**src/rtl/jkf_pkg.sv**
```systemverilog
package jkf_pkg;
    localparam int unsigned DEF_SYM_W = 5;
    localparam logic [DEF_SYM_W-1:0] DEF_J = 5'b11000;
    localparam logic [DEF_SYM_W-1:0] DEF_K = 5'b10001;
    localparam logic [DEF_SYM_W-1:0] DEF_T = 5'b01101;

    // PH_OPEN: no symbol pending, next accepted symbol starts a pair
    // PH_HALF: one symbol pending, next accepted symbol closes a pair
    typedef enum logic {PH_OPEN = 1'b0, PH_HALF = 1'b1} phase_e;
endpackage

```
**src/rtl/jkf_sym_match.sv**
```systemverilog
module jkf_sym_match #(
    parameter int unsigned SYM_W = 5,
    parameter logic [SYM_W-1:0] CODE = '0
) (
    input  logic [SYM_W-1:0] sym_i,
    output logic             hit_o
);
    always_comb begin
        hit_o = (sym_i == CODE);
    end
endmodule

```
**src/rtl/jkf_align_core.sv**
```systemverilog
module jkf_align_core
    import jkf_pkg::*;
#(
    parameter int unsigned SYM_W = 5,
    localparam int unsigned PAIR_W = 2 * SYM_W
) (
    input  logic              clk,
    input  logic              rst_n,
    input  logic [SYM_W-1:0]  sym_i,
    input  logic              sym_vld_i,
    input  logic              sym_is_k_i,
    input  logic              held_is_j_i,
    output logic [SYM_W-1:0]  held_sym_o,
    output logic [PAIR_W-1:0] nxt_pair_o,
    output logic              nxt_vld_o,
    output logic              nxt_sd_o,
    output logic [PAIR_W-1:0] pair_o,
    output logic              pair_vld_o,
    output logic              sd_o,
    output logic              realign_o
);
    typedef struct packed {
        logic [SYM_W-1:0]  held;
        logic              held_ok;
        logic              locked;
        phase_e            phase;
        logic [PAIR_W-1:0] pair;
        logic              pair_vld;
        logic              sd;
        logic              realign;
    } core_st_t;

    core_st_t st_d, st_q;
    logic     jk_seen;

    always_comb begin
        st_d          = st_q;
        st_d.pair_vld = 1'b0;
        st_d.sd       = 1'b0;
        st_d.realign  = 1'b0;
        jk_seen       = st_q.held_ok && held_is_j_i && sym_is_k_i;
        if (sym_vld_i) begin
            st_d.held    = sym_i;
            st_d.held_ok = 1'b1;
            if (jk_seen) begin
                st_d.pair     = {st_q.held, sym_i};
                st_d.pair_vld = 1'b1;
                st_d.sd       = 1'b1;
                st_d.realign  = st_q.locked && (st_q.phase == PH_OPEN);
                st_d.locked   = 1'b1;
                st_d.phase    = PH_OPEN;
            end else if (st_q.locked) begin
                if (st_q.phase == PH_HALF) begin
                    st_d.pair     = {st_q.held, sym_i};
                    st_d.pair_vld = 1'b1;
                    st_d.phase    = PH_OPEN;
                end else begin
                    st_d.phase = PH_HALF;
                end
            end
        end
    end

    always_ff @(posedge clk or negedge rst_n) begin
        if (!rst_n) begin
            st_q <= '{held: '0, held_ok: 1'b0, locked: 1'b0, phase: PH_OPEN,
                      pair: '0, pair_vld: 1'b0, sd: 1'b0, realign: 1'b0};
        end else begin
            st_q <= st_d;
        end
    end

    assign held_sym_o = st_q.held;
    assign nxt_pair_o = st_d.pair;
    assign nxt_vld_o  = st_d.pair_vld;
    assign nxt_sd_o   = st_d.sd;
    assign pair_o     = st_q.pair;
    assign pair_vld_o = st_q.pair_vld;
    assign sd_o       = st_q.sd;
    assign realign_o  = st_q.realign;

    // an empty symbol slot never produces a pair in the next cycle
    p_idle_no_pair_r5: assert property (@(posedge clk) disable iff (!rst_n)
        !sym_vld_i |=> !pair_vld_o);

    // no pair leaves the core while alignment has not been found
    p_silent_unlocked_r2: assert property (@(posedge clk) disable iff (!rst_n)
        !st_q.locked |=> !pair_vld_o || sd_o);
endmodule

```
**src/rtl/jkf_frame_track.sv**
```systemverilog
module jkf_frame_track #(
    parameter int unsigned SYM_W = 5,
    parameter logic [SYM_W-1:0] T_CODE = 5'b01101,
    localparam int unsigned PAIR_W = 2 * SYM_W
) (
    input  logic              clk,
    input  logic              rst_n,
    input  logic [PAIR_W-1:0] nxt_pair_i,
    input  logic              nxt_vld_i,
    input  logic              nxt_sd_i,
    output logic              in_frame_o
);
    typedef struct packed {
        logic in_frame;
    } trk_st_t;

    trk_st_t    st_d, st_q;
    logic [1:0] half_is_t;

    for (genvar h = 0; h < 2; h++) begin : g_half
        jkf_sym_match #(.SYM_W(SYM_W), .CODE(T_CODE)) u_t_match (
            .sym_i (nxt_pair_i[h*SYM_W +: SYM_W]),
            .hit_o (half_is_t[h])
        );
    end

    always_comb begin
        st_d = st_q;
        if (nxt_vld_i) begin
            if (nxt_sd_i) begin
                st_d.in_frame = 1'b1;
            end else if (|half_is_t) begin
                st_d.in_frame = 1'b0;
            end
        end
    end

    always_ff @(posedge clk or negedge rst_n) begin
        if (!rst_n) begin
            st_q <= '{in_frame: 1'b0};
        end else begin
            st_q <= st_d;
        end
    end

    assign in_frame_o = st_q.in_frame;

    // the flag only drops on a cycle that carries a pair
    p_frame_drop_r9: assert property (@(posedge clk) disable iff (!rst_n)
        st_q.in_frame && nxt_vld_i && !nxt_sd_i && (|half_is_t) |=> !in_frame_o);
endmodule

```
**src/rtl/jk_framer.sv**
```systemverilog
module jk_framer
    import jkf_pkg::*;
#(
    parameter int unsigned SYM_W = DEF_SYM_W,
    parameter logic [SYM_W-1:0] J_CODE = DEF_J,
    parameter logic [SYM_W-1:0] K_CODE = DEF_K,
    parameter logic [SYM_W-1:0] T_CODE = DEF_T,
    localparam int unsigned PAIR_W = 2 * SYM_W
) (
    input  logic              clk,
    input  logic              rst_n,
    input  logic [SYM_W-1:0]  sym_i,
    input  logic              sym_vld_i,
    output logic [PAIR_W-1:0] pair_o,
    output logic              pair_vld_o,
    output logic              sd_o,
    output logic              realign_o,
    output logic              in_frame_o
);
    logic [SYM_W-1:0]  held_sym;
    logic [1:0]        slot_hit;
    logic [PAIR_W-1:0] nxt_pair;
    logic              nxt_vld;
    logic              nxt_sd;

    // slot 0 looks for K on the incoming symbol, slot 1 for J on the held one
    for (genvar g = 0; g < 2; g++) begin : g_slot
        localparam logic [SYM_W-1:0] SLOT_CODE = (g == 0) ? K_CODE : J_CODE;
        jkf_sym_match #(.SYM_W(SYM_W), .CODE(SLOT_CODE)) u_match (
            .sym_i (g == 0 ? sym_i : held_sym),
            .hit_o (slot_hit[g])
        );
    end

    jkf_align_core #(.SYM_W(SYM_W)) u_core (
        .clk         (clk),
        .rst_n       (rst_n),
        .sym_i       (sym_i),
        .sym_vld_i   (sym_vld_i),
        .sym_is_k_i  (slot_hit[0]),
        .held_is_j_i (slot_hit[1]),
        .held_sym_o  (held_sym),
        .nxt_pair_o  (nxt_pair),
        .nxt_vld_o   (nxt_vld),
        .nxt_sd_o    (nxt_sd),
        .pair_o      (pair_o),
        .pair_vld_o  (pair_vld_o),
        .sd_o        (sd_o),
        .realign_o   (realign_o)
    );

    jkf_frame_track #(.SYM_W(SYM_W), .T_CODE(T_CODE)) u_track (
        .clk        (clk),
        .rst_n      (rst_n),
        .nxt_pair_i (nxt_pair),
        .nxt_vld_i  (nxt_vld),
        .nxt_sd_i   (nxt_sd),
        .in_frame_o (in_frame_o)
    );

    // a start flag always travels with a valid pair
    p_sd_has_pair_r10: assert property (@(posedge clk) disable iff (!rst_n)
        sd_o |-> pair_vld_o);

    // a start-of-frame unit carries J above K
    p_sd_content_r3: assert property (@(posedge clk) disable iff (!rst_n)
        sd_o |-> pair_o == {J_CODE, K_CODE});

    // a realign pulse is always part of a start-of-frame unit
    p_realign_is_sd_r7: assert property (@(posedge clk) disable iff (!rst_n)
        realign_o |-> sd_o);

    // back-to-back pair strobes only happen on a boundary move
    p_back_to_back_r7: assert property (@(posedge clk) disable iff (!rst_n)
        pair_vld_o && $past(pair_vld_o) |-> realign_o);

    // the in-frame flag rises only with a start-of-frame unit
    p_frame_rise_r9: assert property (@(posedge clk) disable iff (!rst_n)
        $rose(in_frame_o) |-> sd_o);
endmodule

```
**config.mk**
```make
export PLATFORM = sky130hd
export DESIGN_NAME = jk_framer
export DESIGN_NICKNAME = d
export VERILOG_FILES = /design/src/rtl/jkf_pkg.sv /design/src/rtl/jkf_sym_match.sv /design/src/rtl/jkf_align_core.sv /design/src/rtl/jkf_frame_track.sv /design/src/rtl/jk_framer.sv
export SDC_FILE = /design/constraint.sdc
export NUM_CORES = 1
export LEC_CHECK = 0
export CAP_MARGIN = 40
export CORE_UTILIZATION = 60
export DETAILED_ROUTE_END_ITERATION = 16
export DONT_BUFFER_PORTS = 1
export GPL_TIMING_DRIVEN = 0
export HOLD_SLACK_MARGIN = 0.03
export PLACE_DENSITY = 0.81
export SYNTH_ARGS = -nofsm -noshare
export SYNTH_HDL_FRONTEND = slang
export SYNTH_HIERARCHICAL = 1
export SYNTH_SLANG_ARGS = --single-unit
```
**constraint.sdc**
```tcl
create_clock -name clk -period 2.9 [get_ports clk]
set_clock_uncertainty 0.1 [all_clocks]
set_input_delay 0.435 -clock clk [delete_from_list [all_inputs] [get_ports clk]]
set_output_delay 0.435 -clock clk [all_outputs]
set_load 0.01 [all_outputs]
```
==> flow_summary.toml, run 1 <==
[cts]
cts.sinks = 22
cts_buffers = 3
cts_htree_levels = 1
cts.repair.resized = 0
cts_tree = "built"
root_buffer = "clkbuf_4"
clk_latency_ps = 290
path_clk_slew_ps = 100
cts.path.max_buffers = 2

[power_and_ir_drop]
pwr-share-comb = 0.175
internal_power_mw = 0.4455
clkPwrFrac = 0.219
ir_drop_mv = 0.2516
swShare = 0.2306
power_frac_seq = 0.606
p_leak_nw = 0.6013
power.net_switching_mw = 0.1335
p_per_area_nw_per_um2 = 482.5

[placed_design]
gp_congestion = 0.7121
post_dp_cell_area_um2 = 1156
port_buffers = 0
dp_hpwl_mm = 1.145

[drt]
drc_errors = 0
drtIter0Drc = 2
vias = 563
wl_per_cell_um = 13.89
antenna_left = 0
drtPass1Iterations = 2
wl_mm = 1.583
via_per_inst = 4.939

[yosys]
syn-mean-instance-area_um2 = 13.39
syn_area_um2 = 1125
yosysUniqueCellTypes = 21
synth-seq-cells = 22
synth_top_area_frac = 0.4894
yosys.area.top_type = "dfrtp_1"
synth_nets = 92
ys_seq_area_frac = 0.4894
yosysWarnings = 6
syn_inst = 84
synth_area_leaders = "dfrtp_1 (49%), buf_4 (17%), mux2_4 (12%)"

[sta]
worst_slew_pin_slew_ps = 542.4
fin_crit_ps = 2494
hold_viol = 0
setup_viol = 0
drv_slew = 0
totalNegativeSetupSlack_ps = 0
min_period_over_period = 0.8601
fmax_mhz = 400.9
rsz0062_at_grt = "no"
slew_headroom = 0.6372
holdWs_ps = 190.1

[floorplanning]
fp.dieH_um = 45.30
ios = 22
die_area_um2 = 2052
initial_core_util = 0.6444
fp.coreArea_um2 = 1745
die_width_um = 45.30
rows = 15

[setup_path]
r2r_setup_slack_ps = 410
regToRegStartpoint = "u_core/held_sym_o[0]"
worstPathCellList = "buf_4 > nor2_1 > and4b_1 > nand4_4 > nand2_4 > buf_12 > mux2_4 > buf_4 > nand4b_1 > nor2_1 > o21ai_1 > a22o_1"
slowest_stage = "dfrtp_1"
arrival_ps = 2580
critPathBufInv = 3
cp-start-kind = "register"
cp_max_fo = 12
critPathKind = "register to register"
cp.required_ps = 2990
cpLargestDelayFamily = "simple AND/OR/NAND/NOR gates"
cpPeakStageDelay_ps = 420
crit_path_start = "u_core/held_sym_o[0]"
endpoint_kind = "register"

[layout]
design_area_um2 = 1200
drive_above_1_share = 0.5730
area_growth_pct = 6.674
num-nets-final = 99
layout_common_cells = "buf_4 (25), dfrtp_1 (22), mux2_4 (9), mux2_2 (6), nor2_1 (4)"
mostFrequentLayoutCell = "buf_4"
diodes = 0
nFillCells = 151

[global_routing]
antenna_found_initial = 0
grt_pass1_wl_mm = 2.615
overflow = 0
track_usage = 0.1873
grt_start_max_net_pins = 23
grt_pass1_vias = 574

[run]
maxCapViolCount = 0

[hold_path]
min_path_type = "primary input to register"
worstHoldStart = "sym_i[0]"

[status]
run_status = "finished, final reports clean"
repair_timing:
item                                    4_1_cts  5_1_grt
hold endpoints to repair                     22        0
endpoints found under the setup margin        0        0
hold buffers                                  1        0
setup buffers                                 0        0
path summary, 6_finish.rpt:
kind / cells past startpoint / end
worst max-delay path: 12 / u_track/in_frame_o
worst min-delay path: 1 / u_core/held_sym_o[0]
worst max register to register: 12 / u_track/in_frame_o
worst min register to register: 1 / u_core/realign_o
max in group asynchronous: 2 / u_core/realign_o
min in group asynchronous: 1 / u_core/pair_o[6]
flip-flops by register name, indices dropped and copies added, names as in the netlist:
signal,flops
u_core/pair_o,10
u_core/sd_o,1
u_core/realign_o,1
u_track/in_frame_o,1
u_core/st_q,3
u_core/held_sym_o,5
u_core/pair_vld_o,1
cells by family (layout without fill, tap and decap cells):
| group | Yosys count | count (layout) | synth area share |
|---|---|---|---|
| mux | 15 | 15 | 0.1802 |
| xor+xnor | 1 | 1 | 0.007788 |
| flops | 22 | 22 | 0.4894 |
| compound gates | 2 | 2 | 0.01223 |
| simple gates | 16 | 16 | 0.1124 |
| buf+inv | 28 | 33 | 0.1980 |
per-layer routing:
metal	vias up	GRT usage	routed length (µm)
met4	0	0.1091	21
met3	2	0.04000	58
li1	268	-	-
met2	12	0.2841	756
met5	-	0	0
met1	281	0.2468	746
stage by stage:
step | worst slack [ps] | total power [mW] | util | cells
after floorplan | 628.8 | 0.4383 | - | 84
after global placement | 440.3 | 0.4473 | 0.6624 | 109
after detailed placement | 411.8 | 0.4507 | 0.6624 | 109
after CTS | 399.9 | 0.5876 | 0.6810 | 113
after global routing | 297.3 | 0.6144 | 0.6875 | 114
final | 405.8 | 0.5790 | 0.6875 | 114
power groups by stage:
stage	clock, mW	sequential (mW)	combinational, mW
after floorplan	0	0.352	0.0862
final	0.127	0.351	0.101
after CTS	0.135	0.351	0.101
after detailed placement	0	0.357	0.0933
after global placement	0	0.356	0.0910
after global routing	0.149	0.354	0.111
Yosys cell counts:
cell      number
inv_1          1
buf_4         25
or2_2          1
or2b_1         1
nand2_4        1
mux2_4         9
nand4_4        1
nor3b_1        1
nand2_1        2
nand4b_1       2
nand3_2        1
mux2_2         6
a22o_1         1
nor4_2         1
xor2_1         1
buf_6          1
dfrtp_1       22
nor2_1         4
o21ai_1        1
buf_12         1
and4b_1        1
layout make-up:
class                   instances  area [µm²]  share of cell area
flip-flops and latches         22       550.5              0.4588
multi-input cells              34       351.6              0.2930
plain buffers                  27       219.0              0.1825
well taps                      25       31.28             0.02607
clock buffers                   3       22.52             0.01877
repair buffers                  2       21.27             0.01773
inverters                       1       3.754            0.003128
(Power assumes the default switching activity.)
==> run 2: changes to the inputs <==
--- a/config.mk
+++ b/config.mk
@@ -9,7 +9,6 @@
 export CORE_UTILIZATION = 60
 export DETAILED_ROUTE_END_ITERATION = 16
 export DONT_BUFFER_PORTS = 1
-export GPL_TIMING_DRIVEN = 0
 export HOLD_SLACK_MARGIN = 0.03
 export PLACE_DENSITY = 0.81
 export SYNTH_ARGS = -nofsm -noshare
==> flow_summary.toml, run 2 (synthesis results as in run 1) <==
[cts]
cts_buffers = 3
path_clk_slew_ps = 120
cts_hold_buf = 1
cts_setup_buffers = 0
cts.path.max_buffers = 2
clk_latency_ps = 300
cts_tree = "built"
cts_htree_levels = 1
cts.sinks = 22
root_buffer = "clkbuf_4"
cts.repair.resized = 0

[floorplanning]
die_width_um = 45.30
rows = 15
ios = 22
fp.dieH_um = 45.30
initial_core_util = 0.6444
fp.coreArea_um2 = 1745
die_area_um2 = 2052

[sta]
worst_slew_pin_slew_ps = 411.5
totalNegativeSetupSlack_ps = 0
slew_headroom = 0.7234
hold_viol = 0
drv_slew = 0
setup_viol = 0
holdWs_ps = 135.2
min_period_over_period = 0.7697
fmax_mhz = 448.0
fin_crit_ps = 2232
rsz0062_at_grt = "no"

[global_routing]
gr-usage-met3 = 0.05600
grt-busiest-layer = "met1"
track_usage = 0.1737
grt_start_max_net_pins = 23
grt_pass1_vias = 488
grt_util_met1 = 0.2390
grt_pass1_wl_mm = 2.401
overflow = 0
globalRouteMet2Util = 0.2348
antenna_found_initial = 0

[setup_path]
regToRegStartpoint = "u_core/held_sym_o[0]"
cp-start-kind = "register"
cp_max_fo = 13
worstRegToRegCells = 9
worstReg2RegEnd = "u_track/in_frame_o"
critPathKind = "register to register"
arrival_ps = 2330
r2r_setup_slack_ps = 670
crit_path_start = "u_core/held_sym_o[0]"
crit_end = "u_track/in_frame_o"
endpoint_kind = "register"
cp.required_ps = 3000

[run]
maxCapViolCount = 0

[drt]
via_per_inst = 5.398
drtPass1Iterations = 2
vias = 475
drc_errors = 0
wl_per_cell_um = 17.01
drtIter0Drc = 2
antenna_left = 0
wl_mm = 1.497

[layout]
regArea_um2 = 550.5
drive_above_1_share = 0.3968
mostFrequentLayoutCell = "dfrtp_1"
diodes = 0
area_growth_pct = -11.23
final_util = 0.5720
num-nets-final = 72
largest_reg_flops = 10
layout_common_cells = "dfrtp_1 (22), mux2_4 (9), mux2_2 (6), nor2_1 (4), clkbuf_4 (3)"
design_area_um2 = 998.5
multi_input_area_um2 = 351.6
nFillCells = 150

[placed_design]
dp_hpwl_mm = 1.080
gp_congestion = 0.6713
post_dp_cell_area_um2 = 937.1
port_buffers = 0

[power_and_ir_drop]
ir_drop_mv = 0.2981
internal_power_mw = 0.4385
swShare = 0.2308
power_frac_seq = 0.626
power.net_switching_mw = 0.1316
clkPwrFrac = 0.287
p_leak_nw = 0.4632
p_per_area_nw_per_um2 = 571.0
pwr-share-comb = 0.087

[status]
run_status = "finished, final reports clean"

[hold_path]
min_path_type = "primary input to register"
==> run 2: cell types whose count changed in the layout (fill, tap and decap cells not counted), sizes merged <==
| cell | previous run | this run |
|---|---|---|
| buf | 28 | 1 |
| clkbuf | 3 | 4 |
==> run 2: worst min-delay path by stage <==
stage,to,cells past startpoint,start
2_1_floorplan,u_core/held_sym_o[0],0,rst_n
3_3_place_gp,u_core/pair_vld_o,0,rst_n
3_5_place_dp,u_core/pair_o[0],0,rst_n
4_1_cts,u_core/st_q[15],1,sym_vld_i
5_1_grt,u_core/st_q[15],1,sym_vld_i
6_report,u_core/st_q[15],1,sym_vld_i
==> run 2: layout make-up <==
class | instances | area share
Clock buffer | 4 | 0.03634
Inverter | 1 | 0.003759
Multi-Input combinational cell | 34 | 0.3521
Sequential cell | 22 | 0.5514
Tap cell | 25 | 0.03133
Timing Repair Buffer | 2 | 0.02506
==> run 2: power by group through the flow <==
stage | registers, mW | logic, mW | clock network, mW
2_1_floorplan | 0.352 | 0.0862 | 0
3_5_place_dp | 0.364 | 0.0411 | 0
3_3_place_gp | 0.363 | 0.0395 | 0
6_report | 0.357 | 0.0496 | 0.163
5_1_grt | 0.361 | 0.0541 | 0.182
4_1_cts | 0.358 | 0.0484 | 0.170
==> run 2: stage by stage <==
| step | setup slack, ps | instances | power [mW] |
|---|---|---|---|
| 2_1_floorplan | 628.8 | 84 | 0.4383 |
| 3_3_place_gp | 596.8 | 82 | 0.4027 |
| 3_5_place_dp | 519.2 | 82 | 0.4054 |
| 4_1_cts | 640.8 | 87 | 0.5764 |
| 5_1_grt | 515.1 | 88 | 0.5973 |
| 6_report | 667.8 | 88 | 0.5701 |
==> run 2: critical path, stage by stage, from the launching register on <==
cell	delay [ps]
dfrtp_1	420
nor2_1	90
and4b_1	260
nand4_4	120
nand2_4	230
mux2_2	380
nand4b_1	160
nor2_1	100
o21ai_1	70
a22o_1	180
==> run 2: routing by layer <==
layer  part of all wire  wire [µm]  up-vias
li1                   -          -      218
met1               0.50        744      240
met2               0.44        659       13
met3              0.039         59        4
met4              0.022         33        0
met5                  0          0        -
==> run 3: changes to the inputs <==
--- a/config.mk
+++ b/config.mk
@@ -5,12 +5,13 @@
 export SDC_FILE = /design/constraint.sdc
 export NUM_CORES = 1
 export LEC_CHECK = 0
+export ABC_AREA = 1
 export CAP_MARGIN = 40
-export CORE_UTILIZATION = 60
+export CORE_UTILIZATION = 55
 export DETAILED_ROUTE_END_ITERATION = 16
 export DONT_BUFFER_PORTS = 1
 export HOLD_SLACK_MARGIN = 0.03
-export PLACE_DENSITY = 0.81
+export PLACE_DENSITY = 0.78
 export SYNTH_ARGS = -nofsm -noshare
 export SYNTH_HDL_FRONTEND = slang
 export SYNTH_HIERARCHICAL = 1
==> constraint.sdc (replaced) <==
create_clock -name clk -period 2 [get_ports clk]
set_clock_uncertainty 0.1 [all_clocks]
set_input_delay 0.3 -clock clk [delete_from_list [all_inputs] [get_ports clk]]
set_output_delay 0.3 -clock clk [all_outputs]
set_load 0.01 [all_outputs]
==> flow_summary.toml, run 3 <==
[sta]
slew_headroom = 0.6840
drv_slew = 0
totalNegativeSetupSlack_ps = 0
setup_viol = 0
worst_slew_pin_slew_ps = 472.4
hold_viol = 0
fmax_mhz = 564.7
fin_crit_ps = 1771
rsz0062_at_grt = "no"
min_period_over_period = 0.8855
holdWs_ps = 55.87

[setup_path]
endpoint_kind = "register"
worstReg2RegEnd = "u_track/in_frame_o"
crit_path_start = "u_core/held_sym_o[1]"
cp.required_ps = 2110
r2r_setup_slack_ps = 230
cp_max_fo = 14
crit_end = "u_track/in_frame_o"
worstRegToRegCells = 14
arrival_ps = 1880
cp-start-kind = "register"
regToRegStartpoint = "u_core/held_sym_o[1]"
critPathKind = "register to register"

[floorplanning]
ios = 22
die_area_um2 = 2477
rows = 16
fp.dieH_um = 49.77
initial_core_util = 0.6086
fp.coreArea_um2 = 2062
die_width_um = 49.77

[drt]
wl_mm = 2.159
antenna_left = 0
via_per_inst = 5.280
drtPass1Iterations = 4
drtIter0Drc = 37
vias = 792
drc_errors = 0
wl_per_cell_um = 14.39

[cts]
cts_hold_buf = 7
cts_buffers = 3
cts.path.max_buffers = 2
cts_htree_levels = 1
root_buffer = "clkbuf_4"
cts.repair.resized = 0
path_clk_slew_ps = 120
cts_tree = "built"
cts.sinks = 22
clk_latency_ps = 300
cts_setup_buffers = 0

[global_routing]
track_usage = 0.2043
grt_util_met1 = 0.2470
globalRouteMet2Util = 0.3356
grt_pass1_wl_mm = 3.663
grt-busiest-layer = "met2"
overflow = 0
grt_pass1_vias = 803
gr-usage-met3 = 0.02160
antenna_found_initial = 0
grt_start_max_net_pins = 23

[layout]
mostFrequentLayoutCell = "nand2_1"
drive_above_1_share = 0.2195
largest_reg_flops = 10
design_area_um2 = 1179
num-nets-final = 132
nFillCells = 172
multi_input_area_um2 = 416.7
final_util = 0.5716
area_growth_pct = -6.082
regArea_um2 = 550.5
diodes = 0
layout_common_cells = "nand2_1 (37), dfrtp_1 (22), inv_1 (14), nand3_2 (13), nand3_1 (12)"

[yosys]
ys_seq_area_frac = 0.4387
syn_inst = 140
synth-seq-cells = 22
synth_edf_count = 0
syn_area_um2 = 1255
synth_nets = 148
synth_ff_type = "dfrtp_1"
yosysUniqueCellTypes = 18
yosysWarnings = 6
synth_area_leaders = "dfrtp_1 (44%), buf_4 (16%), nand2_1 (11%)"
async_flop_share = 1.000
synth_top_area_frac = 0.4387
yosys.area.top_type = "dfrtp_1"
ys_top_cells_by_count = "nand2_1 (37), buf_4 (26), dfrtp_1 (22), inv_1 (14), nand3_2 (13)"
yosys.cell_count.top_type = "nand2_1"
syn-mean-instance-area_um2 = 8.964

[run]
maxCapViolCount = 0

[placed_design]
post_dp_cell_area_um2 = 1057
gp_congestion = 0.8614
port_buffers = 0
dp_hpwl_mm = 1.465

[hold_path]
min_path_type = "primary input to register"

[status]
run_status = "finished, final reports clean"

[power_and_ir_drop]
p_leak_nw = 0.6318
p_per_area_nw_per_um2 = 836.3
ir_drop_mv = 0.4751
-- run 3: cell types whose count changed after synthesis, moves of 2 or more --
cell      change
nand2_1      +35
inv_1        +13
nand3_1      +12
nand3_2      +12
mux2_4        -9
mux2_2        -6
nor2_2        +3
nand4b_1      -2
nor2_1        -2
-- run 3: stage by stage --
step	cells	setup WS, ps	power [mW]
finish	150	229.0	0.9857
global route	150	62.31	1.051
CTS	149	248.3	0.9893
detailed placement	138	255.1	0.7282
global placement	138	344.1	0.7206
floorplan	140	175.7	0.8294
-- run 3: logic make-up (layout without fill, tap and decap cells) --
family | after synthesis | in the layout | share of synthesized area
AOI/OAI and AO/OA | 2 | 2 | 0.007968
buffers and inverters | 44 | 27 | 0.2293
DFF | 22 | 22 | 0.4387
and+or+nand+nor | 72 | 72 | 0.3240
-- run 3: layout make-up --
class / count / share of cell area
repair buffers: 8 / 0.07219
multi-input cells: 74 / 0.3535
inverters: 15 / 0.04777
clock buffers: 4 / 0.03079
well taps: 27 / 0.02866
flip-flops and latches: 22 / 0.4671
-- run 3: critical path, cell delays in order, from the launching register on --
cell and delay (ps):
dfrtp_1 430, inv_1 60, nand2_1 50, nor2_1 150
nand2_1 70, inv_1 90, nand2_4 140, nand3_2 90
nand2_1 80, inv_1 70, nand3_2 70, nor2_2 90
o21ai_1 80, nand2_1 60, nand2_1 50
-- run 3: routing by layer --
layer,routed length [µm],vias to the layer above
met4,104,0
li1,-,374
met1,868,376
met5,0,-
met3,106,10
met2,1079,32
-- run 3: report_power, final --
group          leakage [nW]  switching (mW)  internal [mW]  total [mW]
Combinational         0.342           0.100         0.0662       0.166
Clock                0.0210           0.131          0.111       0.242
Sequential            0.269          0.0764          0.501       0.578
Total                 0.632           0.307          0.678       0.986
-- run 3: worst min path at each step --
stage | startpoint | end | cells after the start
2_1_floorplan | rst_n | u_core/held_sym_o[0] | 0
3_3_place_gp | rst_n | u_core/st_q[15] | 0
3_5_place_dp | rst_n | u_core/pair_o[1] | 0
4_1_cts | sym_vld_i | u_core/pair_o[6] | 2
5_1_grt | sym_i[0] | u_core/pair_o[0] | 2
6_report | sym_vld_i | u_core/pair_o[6] | 2
